File: src/rtl/cvseq_pkg.sv
package cvseq_pkg;

  typedef enum logic [1:0] {
    ST_OFF  = 2'd0,
    ST_WAKE = 2'd1,
    ST_IDLE = 2'd2,
    ST_CONV = 2'd3
  } seqState_t;

  typedef struct packed {
    logic start;
    logic decide;
    logic finish;
  } seqStrobe_t;

endpackage

File: src/rtl/cvseq_in_filter.sv
module cvseq_in_filter #(
  parameter int SYNC_STAGES   = 2,
  parameter int MIN_PULSE_CYC = 1
) (
  input  logic clk,
  input  logic rstN,
  input  logic rawIn,
  output logic lvl,
  output logic riseEvt,
  output logic fallEvt
);
  localparam int FILT_W = (MIN_PULSE_CYC > 1) ? $clog2(MIN_PULSE_CYC) : 1;

  logic [SYNC_STAGES-1:0] syncQ;
  logic                   synced;
  logic [FILT_W-1:0]      runCnt;
  logic                   lvlPrev;

  always_ff @(posedge clk or negedge rstN) begin
    if (!rstN) syncQ <= '0;
    else       syncQ <= {syncQ[SYNC_STAGES-2:0], rawIn};
  end
  assign synced = syncQ[SYNC_STAGES-1];

  always_ff @(posedge clk or negedge rstN) begin
    if (!rstN) begin
      runCnt  <= '0;
      lvl     <= 1'b0;
      lvlPrev <= 1'b0;
    end else begin
      lvlPrev <= lvl;
      if (synced == lvl) begin
        runCnt <= '0;
      end else if (runCnt == FILT_W'(MIN_PULSE_CYC - 1)) begin
        lvl    <= synced;
        runCnt <= '0;
      end else begin
        runCnt <= runCnt + FILT_W'(1);
      end
    end
  end

  assign riseEvt = lvl & ~lvlPrev;
  assign fallEvt = ~lvl & lvlPrev;

endmodule

File: src/rtl/cvseq_ctrl.sv
module cvseq_ctrl
  import cvseq_pkg::*;
#(
  parameter int RES_W     = 10,
  parameter int CH_W      = 3,
  parameter int TEMP_CH   = 0,
  parameter int ANA_CYC   = 450,
  parameter int TEMP_CYC  = 1350,
  parameter int PWRUP_CYC = 100
) (
  input  logic            clk,
  input  logic            rstN,
  input  logic            lvl,
  input  logic            riseEvt,
  input  logic            fallEvt,
  input  logic [CH_W-1:0] chanAddr,
  output seqStrobe_t      strb,
  output logic            busy,
  output logic            pwrEn
);
  localparam int MAX_CYC   = (TEMP_CYC > ANA_CYC) ? TEMP_CYC : ANA_CYC;
  localparam int CNT_W     = $clog2(MAX_CYC);
  localparam int ANA_STEP  = (ANA_CYC - 1) / RES_W;
  localparam int TEMP_STEP = (TEMP_CYC - 1) / RES_W;
  localparam int BIT_W     = $clog2(RES_W + 1);
  localparam int WAKE_W    = (PWRUP_CYC > 1) ? $clog2(PWRUP_CYC) : 1;

  seqState_t         state;
  logic [CNT_W-1:0]  cycCnt;
  logic [CNT_W-1:0]  stepCnt;
  logic [CNT_W-1:0]  convLast;
  logic [CNT_W-1:0]  stepLast;
  logic [BIT_W-1:0]  bitCnt;
  logic [WAKE_W-1:0] wakeCnt;
  logic              pending;
  logic              wakeDone;
  logic              startNow;
  logic              isTemp;

  assign isTemp   = (chanAddr == CH_W'(TEMP_CH));
  assign wakeDone = (wakeCnt == WAKE_W'(PWRUP_CYC - 1));
  assign startNow = ((state == ST_IDLE) && fallEvt) ||
                    ((state == ST_WAKE) && wakeDone && (pending || fallEvt));

  always_comb begin
    strb        = '0;
    strb.start  = startNow;
    strb.decide = (state == ST_CONV) && (stepCnt == stepLast) &&
                  (bitCnt != BIT_W'(RES_W));
    strb.finish = (state == ST_CONV) && (cycCnt == convLast);
  end

  always_ff @(posedge clk or negedge rstN) begin
    if (!rstN) begin
      state    <= ST_OFF;
      cycCnt   <= '0;
      stepCnt  <= '0;
      bitCnt   <= '0;
      convLast <= '0;
      stepLast <= '0;
      wakeCnt  <= '0;
      pending  <= 1'b0;
    end else begin
      unique case (state)
        ST_OFF: begin
          if (riseEvt) begin
            state   <= ST_WAKE;
            wakeCnt <= '0;
            pending <= 1'b0;
          end
        end
        ST_WAKE: begin
          if (fallEvt) pending <= 1'b1;
          if (wakeDone) state <= (pending || fallEvt) ? ST_CONV : ST_IDLE;
          else          wakeCnt <= wakeCnt + WAKE_W'(1);
        end
        ST_IDLE: begin
          if (fallEvt) state <= ST_CONV;
        end
        ST_CONV: begin
          if (strb.finish) begin
            state <= lvl ? ST_IDLE : ST_OFF;
          end else begin
            cycCnt <= cycCnt + CNT_W'(1);
          end
          if (stepCnt == stepLast) begin
            stepCnt <= '0;
            if (bitCnt != BIT_W'(RES_W)) bitCnt <= bitCnt + BIT_W'(1);
          end else begin
            stepCnt <= stepCnt + CNT_W'(1);
          end
        end
        default: state <= ST_OFF;
      endcase
      if (startNow) begin
        cycCnt   <= '0;
        stepCnt  <= '0;
        bitCnt   <= '0;
        pending  <= 1'b0;
        convLast <= isTemp ? CNT_W'(TEMP_CYC - 1)  : CNT_W'(ANA_CYC - 1);
        stepLast <= isTemp ? CNT_W'(TEMP_STEP - 1) : CNT_W'(ANA_STEP - 1);
      end
    end
  end

  assign busy  = (state == ST_CONV);
  assign pwrEn = (state != ST_OFF);

endmodule

File: src/rtl/cvseq_sar.sv
module cvseq_sar
  import cvseq_pkg::*;
#(
  parameter int RES_W = 10,
  parameter int CH_W  = 3
) (
  input  logic             clk,
  input  logic             rstN,
  input  seqStrobe_t       strb,
  input  logic             cmpKeep,
  input  logic [CH_W-1:0]  chanAddr,
  output logic [RES_W-1:0] dacCode,
  output logic             holdOn,
  output logic             resValid,
  output logic [RES_W-1:0] resData,
  output logic [CH_W-1:0]  resChan
);
  localparam logic [RES_W-1:0] MSB_ONLY = {1'b1, {(RES_W-1){1'b0}}};

  logic [RES_W-1:0] acc;
  logic [RES_W-1:0] mask;
  logic [RES_W-1:0] accNext;

  assign accNext = (strb.decide && cmpKeep) ? (acc | mask) : acc;

  always_ff @(posedge clk or negedge rstN) begin
    if (!rstN) begin
      acc      <= '0;
      mask     <= '0;
      holdOn   <= 1'b0;
      resValid <= 1'b0;
      resData  <= '0;
      resChan  <= '0;
    end else begin
      resValid <= 1'b0;
      if (strb.start) begin
        acc     <= '0;
        mask    <= MSB_ONLY;
        resChan <= chanAddr;
        holdOn  <= 1'b1;
      end else begin
        acc <= accNext;
        if (strb.decide) mask <= mask >> 1;
        if (strb.finish) begin
          holdOn   <= 1'b0;
          resValid <= 1'b1;
          resData  <= accNext;
        end
      end
    end
  end

  assign dacCode = acc | mask;

endmodule

File: src/rtl/conv_sequencer.sv
module conv_sequencer
  import cvseq_pkg::*;
#(
  parameter int RES_W         = 10,
  parameter int CH_W          = 3,
  parameter int TEMP_CH       = 0,
  parameter int ANA_CYC       = 450,
  parameter int TEMP_CYC      = 1350,
  parameter int PWRUP_CYC     = 100,
  parameter int MIN_PULSE_CYC = 1,
  parameter int SYNC_STAGES   = 2
) (
  input  logic             clk,
  input  logic             rstN,
  input  logic             convStart,
  input  logic [CH_W-1:0]  chanAddr,
  input  logic             cmpKeep,
  output logic             busy,
  output logic             holdOn,
  output logic             pwrEn,
  output logic [RES_W-1:0] dacCode,
  output logic             resValid,
  output logic [RES_W-1:0] resData,
  output logic [CH_W-1:0]  resChan
);
  logic       lvl;
  logic       riseEvt;
  logic       fallEvt;
  seqStrobe_t strb;

  cvseq_in_filter #(
    .SYNC_STAGES  (SYNC_STAGES),
    .MIN_PULSE_CYC(MIN_PULSE_CYC)
  ) uFilt (
    .clk    (clk),
    .rstN   (rstN),
    .rawIn  (convStart),
    .lvl    (lvl),
    .riseEvt(riseEvt),
    .fallEvt(fallEvt)
  );

  cvseq_ctrl #(
    .RES_W    (RES_W),
    .CH_W     (CH_W),
    .TEMP_CH  (TEMP_CH),
    .ANA_CYC  (ANA_CYC),
    .TEMP_CYC (TEMP_CYC),
    .PWRUP_CYC(PWRUP_CYC)
  ) uCtrl (
    .clk     (clk),
    .rstN    (rstN),
    .lvl     (lvl),
    .riseEvt (riseEvt),
    .fallEvt (fallEvt),
    .chanAddr(chanAddr),
    .strb    (strb),
    .busy    (busy),
    .pwrEn   (pwrEn)
  );

  cvseq_sar #(
    .RES_W(RES_W),
    .CH_W (CH_W)
  ) uSar (
    .clk     (clk),
    .rstN    (rstN),
    .strb    (strb),
    .cmpKeep (cmpKeep),
    .chanAddr(chanAddr),
    .dacCode (dacCode),
    .holdOn  (holdOn),
    .resValid(resValid),
    .resData (resData),
    .resChan (resChan)
  );

endmodule

File: config.mk
export PLATFORM = sky130hd
export DESIGN_NAME = conv_sequencer
export DESIGN_NICKNAME = d
export VERILOG_FILES = /design/src/rtl/cvseq_pkg.sv /design/src/rtl/cvseq_in_filter.sv /design/src/rtl/cvseq_ctrl.sv /design/src/rtl/cvseq_sar.sv /design/src/rtl/conv_sequencer.sv
export SDC_FILE = /design/constraint.sdc
export NUM_CORES = 1
export LEC_CHECK = 0
export BUFFER_PORTS_ARGS = -buffer_cell sky130_fd_sc_hd__buf_2
export CORE_ASPECT_RATIO = 0.75
export CORE_MARGIN = 2
export CORE_UTILIZATION = 63
export DETAILED_ROUTE_END_ITERATION = 10
export GPL_TIMING_DRIVEN = 0
export PLACE_DENSITY = 0.84
export SLEW_MARGIN = 15
export SYNTH_ARGS = -nofsm -noshare
export SYNTH_HDL_FRONTEND = slang
export SYNTH_SLANG_ARGS = --single-unit
File: constraint.sdc
create_clock -name clk -period 3.7 [get_ports clk]
set_clock_uncertainty 0.05 [all_clocks]
set_input_delay 0.37 -clock clk [delete_from_list [all_inputs] [get_ports clk]]
set_output_delay 0.37 -clock clk [all_outputs]
set_load 0.1 [all_outputs]
Word-level counts from Yosys, hierarchy flattened
Cells that the tools add are included.
{"block": "classes", "shift": 0, "n_eq_ne": 16, "n_mux": 36, "div": 0, "reduce_logical": 26, "n_mul": 0, "n_addsub": 5, "magnitude_cmp": 0, "bitwise_logic": 8}
{"cell": "$mux W11", "count": 7}
{"cell": "$mux W10", "count": 4}
{"cell": "$add A11 B1 Y11 const B", "count": 2}
{"cell": "$eq A11 B11 Y1", "count": 2}
{"cell": "$mux W4", "count": 4}
{"cell": "$mux W7", "count": 2}
{"cell": "$pmux W7 S2", "count": 1}
{"cell": "$reduce_bool A2 Y1", "count": 7}
{"cell": "$mux W1", "count": 10}
{"cell": "$mux W2", "count": 5}
{"cell": "$or A10 B10 Y10", "count": 1}
{"cell": "$reduce_and A3 Y1", "count": 3}
{"cell": "$mux W8", "count": 1}
{"cell": "$ne A2 B1 Y1 const B", "count": 4}
{"cell": "$pmux W2 S4", "count": 1}
{"cell": "$add A7 B1 Y7 const B", "count": 1}
{"cell": "$eq A7 B7 Y1 const B", "count": 1}
{"cell": "$logic_and A1 B1 Y1", "count": 7}
{"cell": "$reduce_and A2 Y1", "count": 3}
{"cell": "$not A1 Y1", "count": 5}
{"cell": "$add A4 B1 Y4 const B", "count": 1}
{"cell": "$eq A2 B2 Y1 const B", "count": 2}
{"cell": "$ne A2 B2 Y1 const B", "count": 2}
{"cell": "$ne A4 B4 Y1 const B", "count": 1}
{"cell": "other kinds (12)", "count": 14}
{"block": "word_totals", "n_memories": 0, "word_cells": 109, "latch_bits": 0, "ff_bits": 98, "ram_bits": 0, "in_bits": 7, "mem_bits_ro": 0}

Longest topological paths before layout
Gate-level depths: netlist of run 1.
{"block": "depth", "word_depth": 7, "ltp_mapped": 7}

By module
Synthesis of run 1 repeated with hierarchy kept, for this count alone.
{"block": "hier_totals", "hier_cells": 371, "area_unflattened_um2": 3861.2}
{"mod": "cvseq_ctrl", "n_inst": 1, "area_each_um2": 2313.5, "cells_per_inst": 246}
{"mod": "cvseq_sar", "n_inst": 1, "area_each_um2": 1428.9, "cells_per_inst": 118}
{"mod": "cvseq_in_filter", "n_inst": 1, "area_each_um2": 118.9, "cells_per_inst": 7}

Least setup slack after synthesis of run 1
OpenSTA, ideal clock, no wires.
{"block": "synth_timing", "path_type": "register to register", "startpoint": "register uCtrl.state[0]", "endpoint": "register uCtrl.bitCnt[2]", "arrival_ns": 2.191, "n_path_buf": 2, "stages_incl_launch_ff": 8, "synth_period_minus_slack_ns": 2.390, "setup_time_ns": 0.149, "setup_slack_ns": 1.310, "path_cell_list": "dfrtp_1 -> buf_2 -> nand2_1 -> inv_1 -> nand4_1 -> buf_2 -> o21ai_0 -> a21oi_1"}
{"element": "start: declaration", "line_no": "cvseq_ctrl.sv:28", "source": "seqState_t state;"}
{"element": "start signal: assignment", "line_no": "cvseq_ctrl.sv:74", "source": "if (wakeDone) state <= (pending || fallEvt) ? ST_CONV : ST_IDLE;"}
{"element": "start signal: assignment", "line_no": "cvseq_ctrl.sv:82", "source": "state <= lvl ? ST_IDLE : ST_OFF;"}
{"element": "$eq A2 B2 Y1"}
{"element": "via busy", "line_no": "conv_sequencer.sv:18", "source": "output logic busy,"}
{"element": "$reduce_bool A2 Y1 (no source line)"}
{"element": "$reduce_and A3 Y1 (no source line)"}
{"element": "end signal: assignment", "line_no": "cvseq_ctrl.sv:88", "source": "if (bitCnt != BIT_W'(RES_W)) bitCnt <= bitCnt + BIT_W'(1);"}
{"element": "end: declaration", "line_no": "cvseq_ctrl.sv:33", "source": "logic [BIT_W-1:0] bitCnt;"}
The timed path passes the listed nets, and every way through them passes these cells.
A chain may end at the register's enable or synchronous reset.

Final worst setup path of run 1
{"block": "layout_timing", "startpoint": "register uCtrl.state[0]", "endpoint": "output busy"}
{"block": "layout_via", "elab_chain_len": 1}
{"element": "$eq A2 B2 Y1", "line_no": "cvseq_ctrl.sv:106", "source": "assign busy = (state == ST_CONV);"}
{"element": "end: declaration", "line_no": "conv_sequencer.sv:18"}
No other way between the ends.

==> results.sh, run 1 <==
export IMPL_status="complete, no violations"
export IMPL_min_delay_worst_endpoint="uFilt.syncQ[0]"
export IMPL_antenna_violating_nets_post_route=0
export IMPL_clk_slew_on_worst_s_h_paths_ns=0.07
export IMPL_worst_endpoint_required_ns=3.28
export IMPL_numCtsBuffers=9
export IMPL_synthArstFlopShare_pct=100
export IMPL_timing_hold_violations_final=0
export IMPL_critPathMaxFanout=10
export IMPL_m1WireLength_um=3580
export IMPL_r2r_cells=5
export IMPL_hold_class="primary input to flop"
export IMPL_drv_cap=0
export IMPL_fin_crit_ns=2.44
export IMPL_synth_seq_area_share_pct=52.7
export IMPL_via_count=2906
export IMPL_route_detailed_drc=0
export IMPL_clkLatencyLatePin_ns=0.36
export IMPL_worst_slack_ns=1.26
export IMPL_layout_cells_most_common_list="sky130_fd_sc_hd__dfrtp_1 (78), sky130_fd_sc_hd__buf_2 (38), sky130_fd_sc_hd__nor2_1 (37)"
export IMPL_first_iter_violations=204
export IMPL_post_drt_wl_per_cell_um=15.7
export IMPL_number_of_global_route_vias_before_repair=2833
export IMPL_ctsLongestPathBuffers=2
export IMPL_synth_enable_flop_cells=0
export IMPL_synthesis_instances=364
export IMPL_cp_capture_type="primary output"
export IMPL_rows=24
export IMPL_tns_ns=0
export IMPL_crit_type="flop to primary output"
export IMPL_postRouteWirelength_um=7720
export IMPL_die_w_um=92.5
export IMPL_synth_lib_cells_used_distinct=49
export IMPL_synth_warnings=0
export IMPL_layout_stage_area_growth_over_the_synthesis_result_pct=14.0
export IMPL_numPortBuffers=33
export IMPL_cp_top_family="buffers and inverters"
export IMPL_layout_cells_sized_above_1_pct=18.8
export IMPL_htreeDepth=3
export IMPL_cts_sinks=78
export IMPL_mappedNetlistArea_um2=3700
export IMPL_antenna_cells=0
export IMPL_ys_ff_latch=78
export IMPL_place_area_um2=3990
export IMPL_dr_wl_met2_um=3630
export IMPL_post_synth_top_flop="sky130_fd_sc_hd__dfrtp_1"
export IMPL_cellPowerDensity_nw_per_um2=529
export IMPL_nNetsFinal=422
export IMPL_regToRegEndpoint="uSar.acc[0]"
export IMPL_met3_length_um=405
export IMPL_power_leakage_nw=2.02
export IMPL_post_cts_resized_instances=0
export IMPL_place_congestion=0.857
export IMPL_timing_hold_ws_ns=0.0715
export IMPL_filler_cell_count_in_the_final_layout=385
export IMPL_full_die_area_um2=6510
export IMPL_tritoncts="done"
export IMPL_postCtsHoldBufs=1
export IMPL_floorplan_initialDensity_pct=64.5
export IMPL_tightestPinTransition_ns=0.836
export IMPL_rsz_0062_raised_after_global_routing="no"
export IMPL_fmaxAchievable_ghz=0.410
export IMPL_arrival_ns=2.02
export IMPL_slew_violations=0
export IMPL_synth_nets=376
export IMPL_max_slew_margin_pct=43.9
export IMPL_worstReg2RegStart="uCtrl.wakeCnt[3]"
export IMPL_grt_max_degree=46
export IMPL_type_of_origin_of_the_critical_path="flop"
export IMPL_routed_top_layer="met4"
export IMPL_timing_critical_path_depth=4
export IMPL_post_cts_repair_setup_buffers=0
export IMPL_pre_cts_slack_ns=1.36
export IMPL_post_route_period_util_pct=65.9
export IMPL_cts_root_buf="sky130_fd_sc_hd__clkbuf_8"
export IMPL_fin_area_um2=4220
export IMPL_slowest_stage="sky130_fd_sc_hd__buf_2"
export IMPL_min_delay_start="convStart"
export IMPL_p_total_mw=2.23
export IMPL_setup_violations=0
export IMPL_crit_chain="buf_2 -> nand2_1 -> inv_1 -> buf_2"
export IMPL_critical_path_top_cell_by_count="sky130_fd_sc_hd__buf_2"
export IMPL_worst_ir_drop_vdd_v=0.000289
export IMPL_vias_per_cell=5.89
export IMPL_core_region_area_um2=5740
export IMPL_initial_antenna_violation_count=0
export IMPL_cp_buffers_inverters=3
export IMPL_io_pin_count=34
export IMPL_r2r_slack_ns=1.29
export IMPL_final_common_cell="sky130_fd_sc_hd__dfrtp_1"
export IMPL_grt_ovfl_total=0
export IMPL_die_height_um=70.4
export IMPL_first_pass_grt_wire_length_um=13400
export IMPL_detail_route_first_pass_iterations=5
export IMPL_dpl_hpwl_um=5510
export IMPL_synth_avg_cell_area_um2=10.2
export IMPL_overall_track_demand_over_capacity_in_global_routing_pct=26.4
export IMPL_slowest_delay_ns=0.48
export IMPL_worstHoldPathCells=1
Yosys cell counts, types with 2 or more instances:
cell | n | area share, %
sky130_fd_sc_hd__nor3_1 | 4 | 0.54
sky130_fd_sc_hd__and3_1 | 4 | 0.68
sky130_fd_sc_hd__nand2_1 | 27 | 2.7
sky130_fd_sc_hd__or3_1 | 5 | 0.85
sky130_fd_sc_hd__mux2i_1 | 17 | 4.6
sky130_fd_sc_hd__nor2b_1 | 4 | 0.68
sky130_fd_sc_hd__nand2b_1 | 5 | 0.85
sky130_fd_sc_hd__o41ai_1 | 2 | 0.47
sky130_fd_sc_hd__or4_1 | 5 | 1.0
sky130_fd_sc_hd__xnor2_1 | 9 | 2.1
sky130_fd_sc_hd__nor4_1 | 3 | 0.51
sky130_fd_sc_hd__buf_2 | 6 | 0.81
sky130_fd_sc_hd__inv_1 | 24 | 2.4
sky130_fd_sc_hd__nor2_1 | 37 | 3.8
sky130_fd_sc_hd__buf_6 | 2 | 0.61
sky130_fd_sc_hd__nand3_1 | 25 | 3.4
sky130_fd_sc_hd__a211oi_1 | 2 | 0.41
sky130_fd_sc_hd__o211ai_1 | 3 | 0.61
sky130_fd_sc_hd__nand4_1 | 11 | 1.9
sky130_fd_sc_hd__a21oi_1 | 21 | 2.8
sky130_fd_sc_hd__o21ai_0 | 17 | 2.3
sky130_fd_sc_hd__xor2_1 | 7 | 1.7
sky130_fd_sc_hd__dfrtp_1 | 78 | 53
sky130_fd_sc_hd__o31ai_1 | 4 | 0.81
sky130_fd_sc_hd__or2_2 | 11 | 1.9
sky130_fd_sc_hd__clkbuf_1 | 4 | 0.41
sky130_fd_sc_hd__ha_1 | 5 | 1.7
report_power, final:
part	switching [mW]	internal, mW	leakage (nW)
combinational	0.357	0.138	0.926
clock	0.320	0.382	0.106
sequential	0.101	0.935	0.984
total	0.778	1.45	2.02
sequential cells by signal, indices dropped and copies added, names as in the netlist, 2 cells and up:
name and flops:
uCtrl.bitCnt 4, uCtrl.state 2, uSar.mask 10, uCtrl.wakeCnt 7, uCtrl.convLast 3, uCtrl.stepCnt 11, uCtrl.cycCnt 11, uSar.resChan 3
uFilt.syncQ 2, uSar.resData 10, uSar.acc 10
cell families (layout without fill, tap and decap cells):
| logic type | count (synthesis) | count (layout) | share of synthesized area, % |
|---|---|---|---|
| buffers and inverters | 36 | 87 | 4.26 |
| DFF | 78 | 78 | 52.7 |
| and+or+nand+nor | 149 | 149 | 21.7 |
| AOI/OAI and AO/OA | 61 | 61 | 10.3 |
| muxes | 19 | 19 | 5.51 |
| xor gates and xnor gates | 16 | 16 | 3.79 |
| adders and majority gates | 5 | 5 | 1.69 |
final cells by class:
class	count	area, um^2	area share, %
Clock buffer	9	124	2.94
Timing Repair Buffer	35	198	4.69
Inverter	24	90.1	2.14
Sequential cell	78	1950	46.3
Tap cell	78	97.6	2.31
Buffer	12	67.6	1.60
Clock inverter	7	97.6	2.31
Multi-Input combinational cell	250	1590	37.7
routing by layer:
layer,vias up,GRT usage [%]
met5,-,0
met4,0,10.4
met3,10,6.04
li1,1366,-
met1,1449,38.3
met2,81,38.9
worst max path at each step:
stage | start | endpoint | slack, ns
4_1_cts | uCtrl.state[0] | busy | 1.27
3_3_place_gp | uCtrl.wakeCnt[3] | uSar.acc[0] | 1.42
5_1_grt | uFilt.lvl | uSar.acc[2] | 1.14
6_report | uCtrl.state[0] | busy | 1.26
3_5_place_dp | uCtrl.wakeCnt[3] | uSar.acc[0] | 1.36
2_1_floorplan | uCtrl.state[0] | uCtrl.bitCnt[2] | 1.31
metrics by stage:
step	std cells	util [%]
detailed placement	476	69.5
finish	493	73.5
global route	493	73.5
floorplan	364	-
CTS	493	73.5
global placement	475	69.1
(Power assumes the default switching activity.)
==> inputs of run 2 (changes only) <==
--- a/config.mk
+++ b/config.mk
@@ -8,10 +8,10 @@
 export BUFFER_PORTS_ARGS = -buffer_cell sky130_fd_sc_hd__buf_2
 export CORE_ASPECT_RATIO = 0.75
 export CORE_MARGIN = 2
-export CORE_UTILIZATION = 63
+export CORE_UTILIZATION = 59
 export DETAILED_ROUTE_END_ITERATION = 10
 export GPL_TIMING_DRIVEN = 0
-export PLACE_DENSITY = 0.84
+export PLACE_DENSITY = 0.79
 export SLEW_MARGIN = 15
 export SYNTH_ARGS = -nofsm -noshare
 export SYNTH_HDL_FRONTEND = slang
==> constraint.sdc (replaced) <==
create_clock -name clk -period 2.28 [get_ports clk]
set_clock_uncertainty 0.05 [all_clocks]
set_input_delay 0.228 -clock clk [delete_from_list [all_inputs] [get_ports clk]]
set_output_delay 0.228 -clock clk [all_outputs]
set_load 0.1 [all_outputs]
==> run 2 against run 1 <==
Combinational power is 66% higher. Non-clock buffer count rose by 4. Design area rose by 1.6%. Critical path depth grew 2. Cell count increased by 0.81%. Die area grew 6.4%. Hold slack lost 0.044 ns. Power up 60%. Register-to-register slack lost 1.2 ns.
==> results.sh, run 2 (synthesis gave the netlist of run 1 again) <==
export IMPL_pre_cts_slack_ns=-0.0294
export IMPL_cp_buffers_inverters=1
export IMPL_initial_antenna_violation_count=0
export IMPL_first_pass_grt_wire_length_um=12700
export IMPL_filler_cell_count_in_the_final_layout=434
export IMPL_tightestPinTransition_ns=0.506
export IMPL_setup_violations=0
export IMPL_status="complete, no violations"
export IMPL_first_iter_violations=224
export IMPL_numCtsBuffers=9
export IMPL_fin_crit_ns=2.15
export IMPL_power_leakage_nw=2.03
export IMPL_worst_ir_drop_vdd_v=0.000500
export IMPL_min_delay_start="chanAddr[1]"
export IMPL_htreeDepth=3
export IMPL_share_seq_of_total_power_pct=47.0
export IMPL_cp_top_family="simple AND/OR/NAND/NOR gates"
export IMPL_die_height_um=72.6
export IMPL_clk_slew_on_worst_s_h_paths_ns=0.09
export IMPL_p_int_mw=2.29
export IMPL_number_of_global_route_vias_before_repair=2701
export IMPL_place_area_um2=4000
export IMPL_crit_type="flop to flop"
export IMPL_tritoncts="done"
export IMPL_rows=24
export IMPL_antenna_cells=0
export IMPL_timing_hold_ws_ns=0.0270
export IMPL_cp_capture_type="flop"
export IMPL_swShare_pct=35.8
export IMPL_cts_root_buf="sky130_fd_sc_hd__clkbuf_8"
export IMPL_cellPowerDensity_nw_per_um2=833
export IMPL_core_region_area_um2=5950
export IMPL_r2r_cells=6
export IMPL_crit_chain="or4_1 -> a22oi_2 -> nand3_2 -> nor2_4 -> buf_6 -> mux2i_1"
export IMPL_r2r_slack_ns=0.13
export IMPL_comb_power_share_pct=23.0
export IMPL_ctsLongestPathBuffers=2
export IMPL_floorplan_initialDensity_pct=62.2
export IMPL_fmaxAchievable_ghz=0.465
export IMPL_timing_hold_violations_final=0
export IMPL_post_route_period_util_pct=94.3
export IMPL_hold_class="primary input to flop"
export IMPL_worstReg2RegStart="uCtrl.convLast[8]"
export IMPL_postRouteWirelength_um=7560
export IMPL_worst_slack_ns=0.130
export IMPL_detail_route_first_pass_iterations=4
export IMPL_overall_track_demand_over_capacity_in_global_routing_pct=24.1
export IMPL_worst_endpoint_required_ns=2.50
export IMPL_final_common_cell="sky130_fd_sc_hd__dfrtp_1"
export IMPL_slew_violations=0
export IMPL_antenna_violating_nets_post_route=0
export IMPL_numPortBuffers=33
export IMPL_layout_cells_most_common_list="sky130_fd_sc_hd__dfrtp_1 (78), sky130_fd_sc_hd__buf_2 (38), sky130_fd_sc_hd__nor2_1 (37)"
export IMPL_fin_area_um2=4280
export IMPL_via_count=2852
export IMPL_regToRegEndpoint="uSar.resData[2]"
export IMPL_min_delay_worst_endpoint="uSar.resChan[1]"
export IMPL_worstHoldPathCells=3
export IMPL_dpl_hpwl_um=5250
export IMPL_drv_cap=0
export IMPL_grt_ovfl_total=0
export IMPL_vias_per_cell=5.74
export IMPL_io_pin_count=34
export IMPL_layout_stage_area_growth_over_the_synthesis_result_pct=15.8
export IMPL_netSwitchingPower_mw=1.28
export IMPL_place_congestion=0.831
export IMPL_cts_sinks=78
export IMPL_nNetsFinal=426
export IMPL_grt_max_degree=51
export IMPL_type_of_origin_of_the_critical_path="flop"
export IMPL_slowest_delay_ns=0.56
export IMPL_arrival_ns=2.37
export IMPL_slowest_stage="sky130_fd_sc_hd__or4_1"
export IMPL_critPathMaxFanout=10
export IMPL_clkLatencyLatePin_ns=0.36
export IMPL_post_drt_wl_per_cell_um=15.2
export IMPL_route_detailed_drc=0
export IMPL_die_w_um=95.5
export IMPL_max_slew_margin_pct=66.3
export IMPL_power_clock_fraction_pct=30.1
export IMPL_full_die_area_um2=6930
export IMPL_layout_cells_sized_above_1_pct=21.0
export IMPL_reg_top3="uCtrl.cycCnt (11), uCtrl.stepCnt (11)"
[run 2: power groups by stage]
stage	Combinational, mW	Sequential (mW)	Clock (mW)
detailed placement	0.806	1.70	0
floorplan	0.398	1.93	0
global route	0.907	1.70	1.15
finish	0.820	1.68	1.07
global placement	0.779	1.69	0
CTS	0.814	1.67	1.09
[run 2: final cells by class]
| type | count | area (um^2) | area share [%] |
|---|---|---|---|
| Buffer | 12 | 68.8 | 1.61 |
| Sequential cell | 78 | 1950 | 45.6 |
| Inverter | 24 | 93.8 | 2.19 |
| Tap cell | 78 | 97.6 | 2.28 |
| Timing Repair Buffer | 39 | 238 | 5.55 |
| Multi-Input combinational cell | 250 | 1630 | 38.0 |
| Clock inverter | 6 | 68.8 | 1.61 |
| Clock buffer | 10 | 138 | 3.21 |
[run 2: tightest hold or removal path: stages]
cell and delay [ns]:
sky130_fd_sc_hd__buf_2 0.09, sky130_fd_sc_hd__nand2_1 0.04, sky130_fd_sc_hd__nand2_1 0.05
[run 2: worst max path at each step]
stage,start,end,cells after the start
floorplan,uCtrl.state[0],uSar.mask[1],7
global placement,uCtrl.wakeCnt[3],uSar.acc[2],5
detailed placement,uCtrl.wakeCnt[3],uSar.acc[7],5
CTS,uCtrl.cycCnt[0],uSar.resData[2],6
global route,uCtrl.cycCnt[0],uSar.resData[2],6
finish,uCtrl.convLast[8],uSar.resData[2],6
[run 2: stage by stage]
stage          instances  power, mW  util [%]  setup TNS (ns)
6_report             497       3.57      72.1               0
5_1_grt              497       3.76      72.1        -0.00423
4_1_cts              496       3.58      71.5               0
3_5_place_dp         476       2.50      67.2          -0.264
3_3_place_gp         475       2.47      66.7          -0.248
2_1_floorplan        364       2.32         -               0
[run 2: what timing repair did]
item	4_1_cts	5_1_grt
pin swaps	1	2
hold buffers	2	0
resized for setup	2	7
endpoints found under the hold margin	29	0
buffers inserted	2	1
setup endpoints to repair	22	24
[run 2: layer usage]
metal | vias up | GRT usage (%) | part of all wire, %
met2 | 66 | 35.8 | 44
met1 | 1405 | 35.3 | 49
met5 | - | 0 | 0
met3 | 7 | 7.33 | 6.0
li1 | 1374 | - | -
met4 | 0 | 5.24 | 0.73
==> inputs of run 3 (changes only) <==
--- a/config.mk
+++ b/config.mk
@@ -8,11 +8,12 @@
 export BUFFER_PORTS_ARGS = -buffer_cell sky130_fd_sc_hd__buf_2
 export CORE_ASPECT_RATIO = 0.75
 export CORE_MARGIN = 2
-export CORE_UTILIZATION = 59
+export CORE_UTILIZATION = 53
 export DETAILED_ROUTE_END_ITERATION = 10
 export GPL_TIMING_DRIVEN = 0
-export PLACE_DENSITY = 0.79
+export PLACE_DENSITY = 0.75
 export SLEW_MARGIN = 15
 export SYNTH_ARGS = -nofsm -noshare
 export SYNTH_HDL_FRONTEND = slang
 export SYNTH_SLANG_ARGS = --single-unit
+export TNS_END_PERCENT = 100
==> constraint.sdc (replaced) <==
create_clock -name clk -period 1.96 [get_ports clk]
set_clock_uncertainty 0.05 [all_clocks]
set_input_delay 0.196 -clock clk [delete_from_list [all_inputs] [get_ports clk]]
set_output_delay 0.196 -clock clk [all_outputs]
set_load 0.1 [all_outputs]
==> run 3 against run 2 <==
The flow now finishes with violations (negative setup slack). Design area grew 11%. Global-route usage down 1.0 points. Critical path depth did not move. Clock power rose by 25%. Flip-flop and latch count unchanged. Cell count grew 5.0%. Sequential power rose by 15%. Combinational power grew 34%.
==> results.sh, run 3 (synthesis gave the netlist of run 1 again) <==
export IMPL_status="complete, but fails checks"
export IMPL_violations="negative setup slack"
export IMPL_setup_violations=12
export IMPL_first_iter_violations=249
export IMPL_arrival_ns=2.24
export IMPL_antenna_violating_nets_post_route=0
export IMPL_rows=26
export IMPL_ctsLongestPathBuffers=2
export IMPL_cp_buffers_inverters=1
export IMPL_timing_hold_violations_final=0
export IMPL_tritoncts="done"
export IMPL_grt_max_degree=50
export IMPL_cp_capture_type="flop"
export IMPL_max_slew_margin_pct=67.7
export IMPL_worst_ir_drop_vdd_v=0.000510
export IMPL_fin_area_um2=4740
export IMPL_nNetsFinal=445
export IMPL_power_leakage_nw=2.20
export IMPL_first_pass_grt_wire_length_um=13800
export IMPL_numPortBuffers=33
export IMPL_r2r_slack_ns=-0.05
export IMPL_filler_cell_count_in_the_final_layout=511
export IMPL_reg_top3="uCtrl.cycCnt (11), uCtrl.stepCnt (11)"
export IMPL_worst_endpoint_required_ns=2.19
export IMPL_overall_track_demand_over_capacity_in_global_routing_pct=23.1
export IMPL_slowest_delay_ns=0.57
export IMPL_worstHoldPathCells=3
export IMPL_final_common_cell="sky130_fd_sc_hd__dfrtp_1"
export IMPL_htreeDepth=3
export IMPL_dpl_hpwl_um=5290
export IMPL_slew_violations=0
export IMPL_detail_route_first_pass_iterations=4
export IMPL_layout_stage_area_growth_over_the_synthesis_result_pct=28.1
export IMPL_layout_cells_most_common_list="sky130_fd_sc_hd__dfrtp_1 (74), sky130_fd_sc_hd__nor2_1 (36), sky130_fd_sc_hd__buf_2 (33)"
export IMPL_grt_ovfl_total=0
export IMPL_rsz_0062_raised_after_global_routing="yes"
export IMPL_critPathMaxFanout=5
export IMPL_floorplan_initialDensity_pct=54.4
export IMPL_p_total_mw=4.38
export IMPL_min_delay_worst_endpoint="uSar.resChan[2]"
export IMPL_place_congestion=0.836
export IMPL_slowest_stage="sky130_fd_sc_hd__or4_4"
export IMPL_route_detailed_drc=0
export IMPL_type_of_origin_of_the_critical_path="flop"
export IMPL_regToRegEndpoint="uSar.resData[9]"
export IMPL_cts_sinks=78
export IMPL_layout_cells_sized_above_1_pct=32.2
export IMPL_via_count=3045
export IMPL_hold_class="primary input to flop"
export IMPL_die_height_um=76.4
export IMPL_crit_chain="or4_4 -> a21bo_4 -> nor4_4 -> buf_6 -> a21oi_4 -> mux2i_1"
export IMPL_r2r_cells=6
export IMPL_cts_root_buf="sky130_fd_sc_hd__clkbuf_8"
export IMPL_worstReg2RegStart="uCtrl.convLast[7]"
export IMPL_crit_type="flop to flop"
export IMPL_postRouteWirelength_um=8660
export IMPL_pre_cts_slack_ns=-0.421
export IMPL_worst_slack_ns=-0.0536
export IMPL_post_route_period_util_pct=103
export IMPL_die_w_um=100
export IMPL_min_delay_start="chanAddr[2]"
export IMPL_initial_antenna_violation_count=0
export IMPL_drv_cap=0
export IMPL_io_pin_count=34
export IMPL_antenna_cells=0
export IMPL_fmaxAchievable_ghz=0.497
export IMPL_number_of_global_route_vias_before_repair=2856
export IMPL_tightestPinTransition_ns=0.487
export IMPL_numCtsBuffers=9
export IMPL_post_drt_wl_per_cell_um=16.6
export IMPL_full_die_area_um2=7670
export IMPL_vias_per_cell=5.83
export IMPL_core_region_area_um2=6800
export IMPL_place_area_um2=4040
export IMPL_fin_crit_ns=2.01
export IMPL_cellPowerDensity_nw_per_um2=923
export IMPL_cp_top_family="simple AND/OR/NAND/NOR gates"
export IMPL_clkLatencyLatePin_ns=0.36
export IMPL_clk_slew_on_worst_s_h_paths_ns=0.08
-- run 3: cell types whose count changed in the layout (fill, tap and decap cells not counted), moves of 5 or more --
| cell | before | now |
|---|---|---|
| sky130_fd_sc_hd__a21oi_1 | 21 | 10 |
| sky130_fd_sc_hd__a21oi_2 | 0 | 7 |
| sky130_fd_sc_hd__buf_2 | 38 | 33 |
| sky130_fd_sc_hd__buf_4 | 4 | 19 |
| sky130_fd_sc_hd__buf_6 | 2 | 8 |
-- run 3: per-stage QoR --
stage / hold slack [ns] / utilization (%) / std cells / TNS (ns)
6_report: 0.0346 / 69.7 / 522 / -0.372
5_1_grt: 0.0617 / 69.7 / 522 / -2.12
4_1_cts: 0.0312 / 65.8 / 514 / -1.48
3_5_place_dp: 0.115 / 59.5 / 482 / -12.91
3_3_place_gp: 0.254 / 59.0 / 481 / -11.78
2_1_floorplan: -0.150 / - / 364 / -0.152
-- run 3: worst max-delay path by stage --
| stage | from | to | slack (ns) | depth (start not counted) |
|---|---|---|---|---|
| 6_report | uCtrl.convLast[7] | uSar.resData[9] | -0.05 | 6 |
| 5_1_grt | uCtrl.wakeCnt[0] | uCtrl.stepCnt[9] | -0.13 | 6 |
| 4_1_cts | uCtrl.stepCnt[3] | uSar.resData[2] | -0.1 | 6 |
| 3_5_place_dp | uCtrl.wakeCnt[3] | uSar.acc[2] | -0.42 | 5 |
| 3_3_place_gp | uCtrl.wakeCnt[3] | uSar.acc[1] | -0.37 | 5 |
| 2_1_floorplan | uCtrl.state[0] | uSar.mask[1] | -0.03 | 7 |
-- run 3: power by group --
group / switching, mW / internal, mW
clock network: 0.623 / 0.720
logic: 0.749 / 0.351
registers: 0.164 / 1.77
-- run 3: area by class of cell --
| class | instances | area (um^2) | share of cell area [%] |
|---|---|---|---|
| clock buffers | 9 | 124 | 2.61 |
| inverters | 24 | 93.8 | 1.98 |
| multi-input cells | 250 | 1840 | 38.8 |
| clock inverters | 7 | 97.6 | 2.06 |
| repair buffers | 59 | 418 | 8.81 |
| plain buffers | 11 | 106 | 2.24 |
| well taps | 84 | 105 | 2.22 |
| flip-flops and latches | 78 | 1960 | 41.3 |
-- run 3: worst reg2reg max path: cells and delay by family, from the launching register on --
family,cells,cell delay [ns]
AOI/OAI and AO/OA,2,0.33
buffers and inverters,1,0.21
DFF,1,0.41
muxes,1,0.15
and+or+nand+nor,2,0.80
-- run 3: what timing repair did --
item,4_1_cts,5_1_grt
hold buffers,2,0
pin swaps,18,16
hold endpoints to repair,30,0
gates resized for setup,22,52
gates cloned,1,2
setup endpoints to repair,55,56
setup buffers,14,6
-- run 3: routing by layer --
| metal | global-route usage, % | wire length (um) | vias up |
|---|---|---|---|
| li1 | - | - | 1418 |
| met1 | 34.6 | 4090 | 1524 |
| met2 | 33.6 | 4030 | 90 |
| met3 | 5.23 | 417 | 13 |
| met4 | 6.71 | 126 | 0 |
| met5 | 0 | 0 | - |
